--- src/rtl/chain_router_pkg.sv ---
// Shared encodings for the chained stage router.
// Assumes: a port vector of three bits, one bit per outgoing link kind.
package chain_router_pkg;
    localparam int PORT_W      = 3;
    localparam int PORT_STRAIT = 0;
    localparam int PORT_CROSS  = 1;
    localparam int PORT_CHAIN  = 2;

    typedef enum logic {
        VAR_UP   = 1'b0,
        VAR_DOWN = 1'b1
    } path_var_e;
endpackage

--- src/rtl/crt_fwd_pick.sv ---
// Forward-link decision of one switch: straight or non-straight, and target index.
// Assumes: stage 0 is steered by a two-bit code and later stages by one destination bit.
// Stages at or beyond IDX_W are flagged through stage_ok and must not be used.
module crt_fwd_pick
    import chain_router_pkg::*;
#(
    parameter int IDX_W = 3,
    parameter int STG_W = 2
) (
    input  logic [IDX_W-1:0]  sw_idx,
    input  logic [STG_W-1:0]  stage,
    input  logic              dest_bit,
    input  path_var_e         path_var,
    input  logic [1:0]        s0_code,
    output logic [PORT_W-1:0] fwd_port,
    output logic [IDX_W-1:0]  fwd_idx,
    output logic              stage_ok,
    output logic              has_chain
);
    localparam logic [IDX_W-1:0] ONE = IDX_W'(1);

    logic [IDX_W-1:0] step;
    logic [IDX_W-1:0] idx_sh;
    logic             go_cross;
    logic             go_up;

    // Derive the per-stage distance, the stage's own index bit and range flags.
    always_comb begin
        step      = ONE << stage;
        idx_sh    = sw_idx >> stage;
        stage_ok  = (32'(stage) < IDX_W);
        has_chain = (stage != '0);
    end

    // Pick the link kind and direction for stage 0 (code) or later stages (dest bit).
    always_comb begin
        if (stage == '0) begin
            go_cross = (s0_code[1] == s0_code[0]);
            go_up    = s0_code[1];
        end else begin
            go_cross = idx_sh[0] ^ dest_bit;
            go_up    = (path_var == VAR_UP);
        end
    end

    // Form the one-hot forward port and the wrapped target index.
    always_comb begin
        fwd_port = '0;
        if (go_cross) begin
            fwd_port[PORT_CROSS] = 1'b1;
            if (stage == '0) begin
                fwd_idx = go_up ? sw_idx + ONE : sw_idx - ONE;
            end else begin
                fwd_idx = go_up ? sw_idx + step : sw_idx - step;
            end
        end else begin
            fwd_port[PORT_STRAIT] = 1'b1;
            fwd_idx               = sw_idx;
        end
    end
endmodule

--- src/rtl/crt_chain_pick.sv ---
// Same-stage chaining target: distance 2^stage, opposite to the path variant.
// Assumes: only meaningful for stages 1..IDX_W-1; the caller masks other stages.
module crt_chain_pick
    import chain_router_pkg::*;
#(
    parameter int IDX_W = 3,
    parameter int STG_W = 2
) (
    input  logic [IDX_W-1:0] sw_idx,
    input  logic [STG_W-1:0] stage,
    input  path_var_e        path_var,
    output logic [IDX_W-1:0] chain_idx
);
    logic [IDX_W-1:0] step;

    // Wrapped chain target, computed in parallel with the forward decision.
    always_comb begin
        step      = IDX_W'(1) << stage;
        chain_idx = (path_var == VAR_UP) ? sw_idx - step : sw_idx + step;
    end
endmodule

--- src/rtl/crt_out_reg.sv ---
// Response register: holds one decision per cycle, cleared by reset.
// Assumes: synchronous active-low reset; inputs already settled for the cycle.
module crt_out_reg
    import chain_router_pkg::*;
#(
    parameter int IDX_W = 3
) (
    input  logic              clk,
    input  logic              rst_n,
    input  logic              d_valid,
    input  logic [PORT_W-1:0] d_port,
    input  logic [IDX_W-1:0]  d_idx,
    input  logic              d_drop,
    output logic              q_valid,
    output logic [PORT_W-1:0] q_port,
    output logic [IDX_W-1:0]  q_idx,
    output logic              q_drop
);
    // Capture the combinational decision, or clear everything in reset.
    always_ff @(posedge clk) begin
        if (!rst_n) begin
            q_valid <= 1'b0;
            q_port  <= '0;
            q_idx   <= '0;
            q_drop  <= 1'b0;
        end else begin
            q_valid <= d_valid;
            q_port  <= d_port;
            q_idx   <= d_idx;
            q_drop  <= d_drop;
        end
    end
endmodule

--- src/rtl/chain_stage_router.sv ---
// Top of the chained destination-tag stage router.
// Picks straight, non-straight or chaining output for one switch and reports the
// next switch index, one cycle after the request. Assumes a fault flag describes the
// forward link the decision would choose; no backtracking is ever requested.
module chain_stage_router
    import chain_router_pkg::*;
#(
    parameter int IDX_W = 3,
    parameter int STG_W = $clog2(IDX_W + 1)
) (
    input  logic              clk,
    input  logic              rst_n,
    input  logic              req_valid,
    input  logic [IDX_W-1:0]  sw_idx,
    input  logic [STG_W-1:0]  stage,
    input  logic              dest_bit,
    input  logic              model_down,
    input  logic [1:0]        s0_code,
    input  logic              fwd_fault,
    input  logic              chain_fault,
    output logic              rsp_valid,
    output logic [2:0]        port_sel,
    output logic [IDX_W-1:0]  next_idx,
    output logic              drop
);
    path_var_e         path_var;
    logic [PORT_W-1:0] fwd_port;
    logic [IDX_W-1:0]  fwd_idx;
    logic [IDX_W-1:0]  chain_idx;
    logic              stage_ok;
    logic              has_chain;
    logic [PORT_W-1:0] dec_port;
    logic [IDX_W-1:0]  dec_idx;
    logic              dec_drop;

    // Map the variant pin onto the shared type.
    always_comb path_var = model_down ? VAR_DOWN : VAR_UP;

    crt_fwd_pick #(.IDX_W(IDX_W), .STG_W(STG_W)) fwd_i (
        .sw_idx    (sw_idx),
        .stage     (stage),
        .dest_bit  (dest_bit),
        .path_var  (path_var),
        .s0_code   (s0_code),
        .fwd_port  (fwd_port),
        .fwd_idx   (fwd_idx),
        .stage_ok  (stage_ok),
        .has_chain (has_chain)
    );

    crt_chain_pick #(.IDX_W(IDX_W), .STG_W(STG_W)) chain_i (
        .sw_idx    (sw_idx),
        .stage     (stage),
        .path_var  (path_var),
        .chain_idx (chain_idx)
    );

    // Fault resolution: forward link first, then chain, otherwise drop.
    always_comb begin
        dec_port = '0;
        dec_idx  = sw_idx;
        dec_drop = 1'b0;
        if (req_valid) begin
            if (!stage_ok) begin
                dec_drop = 1'b1;
            end else if (!fwd_fault) begin
                dec_port = fwd_port;
                dec_idx  = fwd_idx;
            end else if (has_chain && !chain_fault) begin
                dec_port[PORT_CHAIN] = 1'b1;
                dec_idx              = chain_idx;
            end else begin
                dec_drop = 1'b1;
            end
        end
    end

    crt_out_reg #(.IDX_W(IDX_W)) out_i (
        .clk     (clk),
        .rst_n   (rst_n),
        .d_valid (req_valid),
        .d_port  (dec_port),
        .d_idx   (dec_idx),
        .d_drop  (dec_drop),
        .q_valid (rsp_valid),
        .q_port  (port_sel),
        .q_idx   (next_idx),
        .q_drop  (drop)
    );
endmodule

--- config.mk ---
export PLATFORM = sky130hd
export DESIGN_NAME = chain_stage_router
export DESIGN_NICKNAME = d
export VERILOG_FILES = /design/src/rtl/chain_router_pkg.sv /design/src/rtl/crt_fwd_pick.sv /design/src/rtl/crt_chain_pick.sv /design/src/rtl/crt_out_reg.sv /design/src/rtl/chain_stage_router.sv
export SDC_FILE = /design/constraint.sdc
export NUM_CORES = 1
export LEC_CHECK = 0
export CAP_MARGIN = 25
export CORE_AREA = 2 2 48 58
export CTS_BUF_LIST = sky130_fd_sc_hd__clkbuf_16
export DETAILED_ROUTE_END_ITERATION = 12
export DIE_AREA = 0 0 50 60
export SLEW_MARGIN = 20
export SYNTH_ARGS = -nofsm -noshare
export SYNTH_HDL_FRONTEND = slang
export SYNTH_HIERARCHICAL = 1
export SYNTH_SLANG_ARGS = --single-unit
--- constraint.sdc ---
create_clock -name clk -period 3.9 [get_ports clk]
set_input_delay 0.39 -clock clk [delete_from_list [all_inputs] [get_ports clk]]
set_output_delay 0.39 -clock clk [all_outputs]
set_load 0.1 [all_outputs]
==> reports/summary.txt, run 1 <==
Final core utilization: 40.6%
Post-Layout Cell Count: 132
Worst Hold Depth: 2
Std-Cell Rows: 20
Data arrival, critical path: 3.04 ns
CTS tree: yes
Slew Limit Headroom: 35.3%
Top cells by area, synth: dfxtp_1 23%, mux2_4 8.6%, and2_1 7.2%, fa_1 5.7%, inv_1 4.3%
VDD IR max: 0.212 mV
RSZ-0062 raised after global routing: false
Final Setup Violations: 0
Count of cell types in the netlist: 36
Critical Path Start Type: primary input
CP required: 4.02 ns
Critical path class: in -> reg
Final min period: 2.92 ns
Grt ovf: 0
WL final: 1320 um
Via Count: 585
Crit-path cells: clkdlybuf4s50_1 > buf_4 > nor2_1 > ha_1 > inv_1 > fa_1 > a211o_1 > a22oi_1 > o2bb2ai_1 > mux2_4 > mux2_4 > and2_1
GP Congestion: 0.807
Reg clk slew, reported paths: 0.03 ns
Core area: 2480 sq um
Leading area contributor after synthesis: dfxtp_1
Routed len/inst: 9.99 um
Clk sinks: 8
Sequential element share of the synthesized area: 22.9%
Max FO, Critical Path: 12
Max Freq: 343 MHz
Total negative slack: 0 ns
Tcrit/Tclk final: 74.8%
Synthesized instance count: 77
Final hold vios: 0
Slew at the pin closest to its max-slew limit: 0.967 ns
Hold Path End: out_i/q_valid
Vias per cell: 4.43
Initial core utilization: 28.2%
Place WS: 0.761 ns
CTS H-tree depth: 1
I/O pins: 22
Port Buffers: 21
PostCTS Resize Cnt: 0
CTS Buffer Depth: 2
Die height: 60 um
Number of global-route vias before repair: 590
Diodes inserted: 0
Initial DRC count: 7
GRT Total Usage: 11.0%
Slew Viols, Final: 0
Post-DP HPWL: 1070 um
CTS root buf: clkbuf_16
Hold Buf Count CTS: 0
DRC errors left: 0
Syn. warnings: 6
Die area: 3000 sq um
Post-route ant nets: 0
Worst Hold Launch: req_valid
Delay-heaviest family, CP: buffers and inverters
Max stage delay cell, worst path: clkdlybuf4s50_1
Largest net degree at the start of global routing: 15
Share of post-route cells with drive strength above 1: 15.2%
Dpl cells: 129
Worst hold path class: in -> reg
Drt first pass iters: 4
CTS Buf Count: 3
Most common cell on crit path: mux2_4
Die Width: 50 um
PwrDens: 373 nW/um^2
First-pass GRT wire length: 2520 um
Seq cells post-synth: 8
DP Area: 931 sq um
Buf/Inv on CP: 3
Most common cell after layout, fill and taps aside: clkdlybuf4s50_1
Leakage Power: 0.433 nW
Setup bufs post-CTS: 0
Final setup margin: 0.981 ns
Area Overhead vs Synth: 44.1%
Synth Area per Inst: 9.07 sq um
Crit-path max cell delay: 0.39 ns
Setup crit start: stage[0]
Nets: 119
Post-synth design cell area: 698 sq um
Status: completed
Max-cap violations: 0
Top cell type's share of synthesized area: 22.9%
Most frequent cells in the layout: 21 x clkdlybuf4s50_1, 8 x inv_1, 8 x and2_1, 8 x dfxtp_1
Initial antenna violation count: 0
Synthesized Nets: 95
Crit. End Element: register
Post-layout instance area: 1010 sq um
## cell families after synthesis
logic type               synth area share, %
AND/OR/NAND/NOR                         23.3
AO/OA/AOI/OAI                           16.8
buffers and inverters                   10.2
flip-flops                              22.9
multiplexers                            13.1
adder cells (fa/ha/maj)                 9.32
XOR/XNOR                                3.76
other                                  0.537
## cells in the mapped netlist
library cell	n
mux2i_1	2
o2bb2ai_1	1
xnor2_1	3
a211oi_2	1
o22ai_1	1
buf_4	3
buf_6	1
nor2_1	2
nand2b_1	2
nor2b_1	1
mux2_4	4
or3b_1	1
a21boi_0	1
a211o_1	1
and2_1	8
conb_1	1
nor4bb_1	2
nand2b_4	1
a22oi_1	2
inv_2	2
nand3_1	1
o21ai_2	1
dfxtp_1	8
a21oi_2	1
and3b_1	1
a21o_1	1
mux2_1	1
inv_1	8
o211ai_1	1
nor3b_1	2
a2bb2oi_1	1
ha_1	2
fa_1	2
a21oi_1	2
nand2_1	4
o21a_1	1
## metal layers
layer / vias up / GRT usage, % / share of wire, %
li1: 301 / - / -
met1: 265 / 11.9 / 42
met2: 19 / 19.4 / 53
met3: 0 / 2.25 / 5.1
met4: 0 / 7.14 / 0
met5: - / 0 / 0
## worst max-delay path by stage
stage,endpoint,cells after the start
2_1_floorplan,out_i/q_idx[2],11
3_3_place_gp,out_i/q_idx[2],12
3_5_place_dp,out_i/q_idx[2],12
4_1_cts,out_i/q_idx[2],12
5_1_grt,out_i/q_idx[2],12
6_report,out_i/q_idx[2],12
## through the flow
step           hold WS, ns  total power, W
2_1_floorplan        0.512        0.000177
3_5_place_dp          1.05        0.000210
3_3_place_gp          1.04        0.000208
5_1_grt              0.839        0.000396
6_report             0.824        0.000375
4_1_cts              0.826        0.000380
## final cells by class
| cell class | count | area, sq um |
|---|---|---|
| fill | 249 | 1470 |
| multi-input combinational | 55 | 467 |
| timing repair buffer | 23 | 225 |
| sequential | 8 | 160 |
| clock buffer | 3 | 75.1 |
| tap | 33 | 41.3 |
| inverter | 10 | 37.5 |
## where the power goes
| group | leakage [nW] | internal, W | switching [W] |
|---|---|---|---|
| clock network | 0.0370 | 0.000132 | 0.0000348 |
| logic | 0.330 | 0.0000512 | 0.0000692 |
| registers | 0.0659 | 0.0000871 | 0.00000101 |
## sequential cells by signal (all words and copies together) (netlist names)
| signal | cells |
|---|---|
| out_i/q_port | 3 |
| out_i/q_valid | 1 |
| out_i/q_drop | 1 |
| out_i/q_idx | 3 |
No activity file was read; power rests on OpenSTA's default activity.
==> run 2: changes to the inputs <==
==> constraint.sdc (replaced) <==
create_clock -name clk -period 2.5 [get_ports clk]
set_input_delay 0.25 -clock clk [delete_from_list [all_inputs] [get_ports clk]]
set_output_delay 0.25 -clock clk [all_outputs]
set_load 0.1 [all_outputs]
==> run 2 against run 1 <==
  * Critical path depth decreased by 2
  * Total power increased by 59%
  * Sequential power increased by 57%
  * Final cell count increased by 6.1%
  * Design area increased by 5.2%
  * Global-route usage increased by 0.49 points
  * Routed wire length increased by 8.5%
  * Largest power group unchanged
==> reports/summary.txt, run 2 (synthesis gave the netlist of run 1 again) <==
Die area: 3000 sq um (unchanged)
Post-DP HPWL: 1200 um (+12%)
I/O pins: 22 (unchanged)
Data arrival, critical path: 2.45 ns (-0.59 ns)
Area Overhead vs Synth: 51.6%
Vias per cell: 4.51 (+1.7%)
Core area: 2480 sq um (unchanged)
Die height: 60 um (unchanged)
Hold Path End: out_i/q_valid
Post-route ant nets: 0 (unchanged)
Status: completed
Most frequent cells in the layout: 18 x buf_4, 11 x clkdlybuf4s50_1, 8 x inv_1, 8 x and2_1, 8 x dfxtp_1
Largest net degree at the start of global routing: 13 (-2)
Initial core utilization: 28.2% (unchanged)
CTS H-tree depth: 1 (unchanged)
Hold Buf Count CTS: 0 (unchanged)
Reg clk slew, reported paths: 0.03 ns (about the same)
GRT Total Usage: 11.5% (+0.49 points)
Worst Hold Depth: 2 (unchanged)
PostCTS Resize Cnt: 0 (unchanged)
Max-cap violations: 0 (unchanged)
Crit-path cells: clkdlybuf4s50_1 > ha_1 > inv_1 > fa_1 > a211o_1 > a22oi_2 > o2bb2ai_1 > mux2_4 > mux2_4 > and2_1
Number of global-route vias before repair: 644 (+9.2%)
Crit-path max cell delay: 0.49 ns (+0.10 ns)
Worst hold path class: in -> reg
Most common cell after layout, fill and taps aside: buf_4
Total negative slack: 0 ns (unchanged)
Max stage delay cell, worst path: clkdlybuf4s50_1
Nets: 127 (+6.7%)
Initial DRC count: 5 (-2)
Most common cell on crit path: mux2_4
GP Congestion: 0.817 (+1.3%)
Drt first pass iters: 4 (unchanged)
Tcrit/Tclk final: 93.3%
Critical path class: in -> reg
CTS Buf Count: 3 (unchanged)
CTS tree: yes
CTS root buf: clkbuf_16
Total power: 0.000596 W (+59%)
Diodes inserted: 0 (unchanged)
CTS Buffer Depth: 2 (unchanged)
Grt ovf: 0 (unchanged)
Via Count: 631 (+7.9%)
Std-Cell Rows: 20 (unchanged)
Share of post-route cells with drive strength above 1: 30.8% (+16 points)
Leading registers by flop count: out_i/q_idx x3, out_i/q_port x3
Max Freq: 429 MHz
Final hold vios: 0 (unchanged)
Routed len/inst: 10.2 um (+2.3%)
Die Width: 50 um (unchanged)
PwrDens: 563 nW/um^2 (+51%)
Crit. End Element: register
Final min period: 2.33 ns
Final Setup Violations: 0 (unchanged)
RSZ-0062 raised after global routing: false
Slew Viols, Final: 0 (unchanged)
Critical Path Start Type: primary input
Port Buffers: 21 (unchanged)
DRC errors left: 0 (unchanged)
Max FO, Critical Path: 2 (-10)
CP required: 2.62 ns (-1.40 ns)
WL final: 1430 um (+8.5%)
Worst Hold Launch: req_valid
Initial antenna violation count: 0 (unchanged)
Final core utilization: 42.7% (+2.1 points)
Setup bufs post-CTS: 0 (unchanged)
Leakage Power: 0.503 nW (+16%)
VDD IR max: 0.297 mV (+40%)
First-pass GRT wire length: 2580 um (+2.5%)
Clk sinks: 8 (unchanged)
[run 2: changes by cell type in the layout (fill, tap and decap cells not counted)]
| cell | previous run | this run |
|---|---|---|
| a22oi_1 | 2 | 1 |
| a22oi_2 | 0 | 1 |
| buf_4 | 2 | 18 |
| clkdlybuf4s50_1 | 21 | 11 |
| dlymetal6s2s_1 | 0 | 2 |
| nor2_1 | 2 | 1 |
| nor2_2 | 0 | 1 |
[run 2: routing by layer]
| layer | GRT usage, % | wire length, um | up-vias |
|---|---|---|---|
| met4 | 10.7 | 73 | 0 |
| met5 | 0 | 0 | - |
| met2 | 21.1 | 689 | 29 |
| met3 | 1.75 | 92 | 7 |
| li1 | - | - | 318 |
| met1 | 10.9 | 575 | 277 |
[run 2: metrics by stage]
step / hold WS [ns] / setup slack [ns] / area, sq um / instances
2_1_floorplan: 0.372 / 0.139 / 698 / 77
3_3_place_gp: 0.745 / -0.208 / 971 / 137
3_5_place_dp: 0.745 / -0.229 / 971 / 137
4_1_cts: 0.674 / 0.00230 / 1050 / 140
5_1_grt: 0.694 / 0.0404 / 1060 / 140
6_report: 0.673 / 0.168 / 1060 / 140
[run 2: final cells by class]
type,instances,area [sq um]
timing repair buffer,31,270
multi-input combinational,55,474
inverter,10,37.5
tap,33,41.3
clock buffer,3,75.1
fill,246,1420
sequential,8,160
[run 2: worst max-delay path by stage]
stage / startpoint / to / slack, ns / cells after the start
final: sw_idx[0] / out_i/q_idx[2] / 0.17 / 10
after global routing: sw_idx[0] / out_i/q_idx[2] / 0.04 / 10
after CTS: stage[0] / out_i/q_idx[2] / 0.002 / 11
after detailed placement: stage[0] / out_i/q_idx[2] / -0.23 / 11
after global placement: stage[0] / out_i/q_idx[2] / -0.21 / 11
after floorplan: stage[1] / out_i/q_idx[2] / 0.14 / 11
[run 2: critical path: cells and delay by family]
kind                       cells  cell delay (ns)
AOI/OAI and AO/OA              3             0.50
adders and majority gates      2             0.52
buffers and inverters          2             0.54
muxes                          2             0.51
and+or+nand+nor                1             0.15
[run 2: where the power goes]
part / switching (W) / internal [W]
clock: 0.0000558 / 0.000205
combinational: 0.000110 / 0.0000869
sequential: 0.00000187 / 0.000136
total: 0.000168 / 0.000428
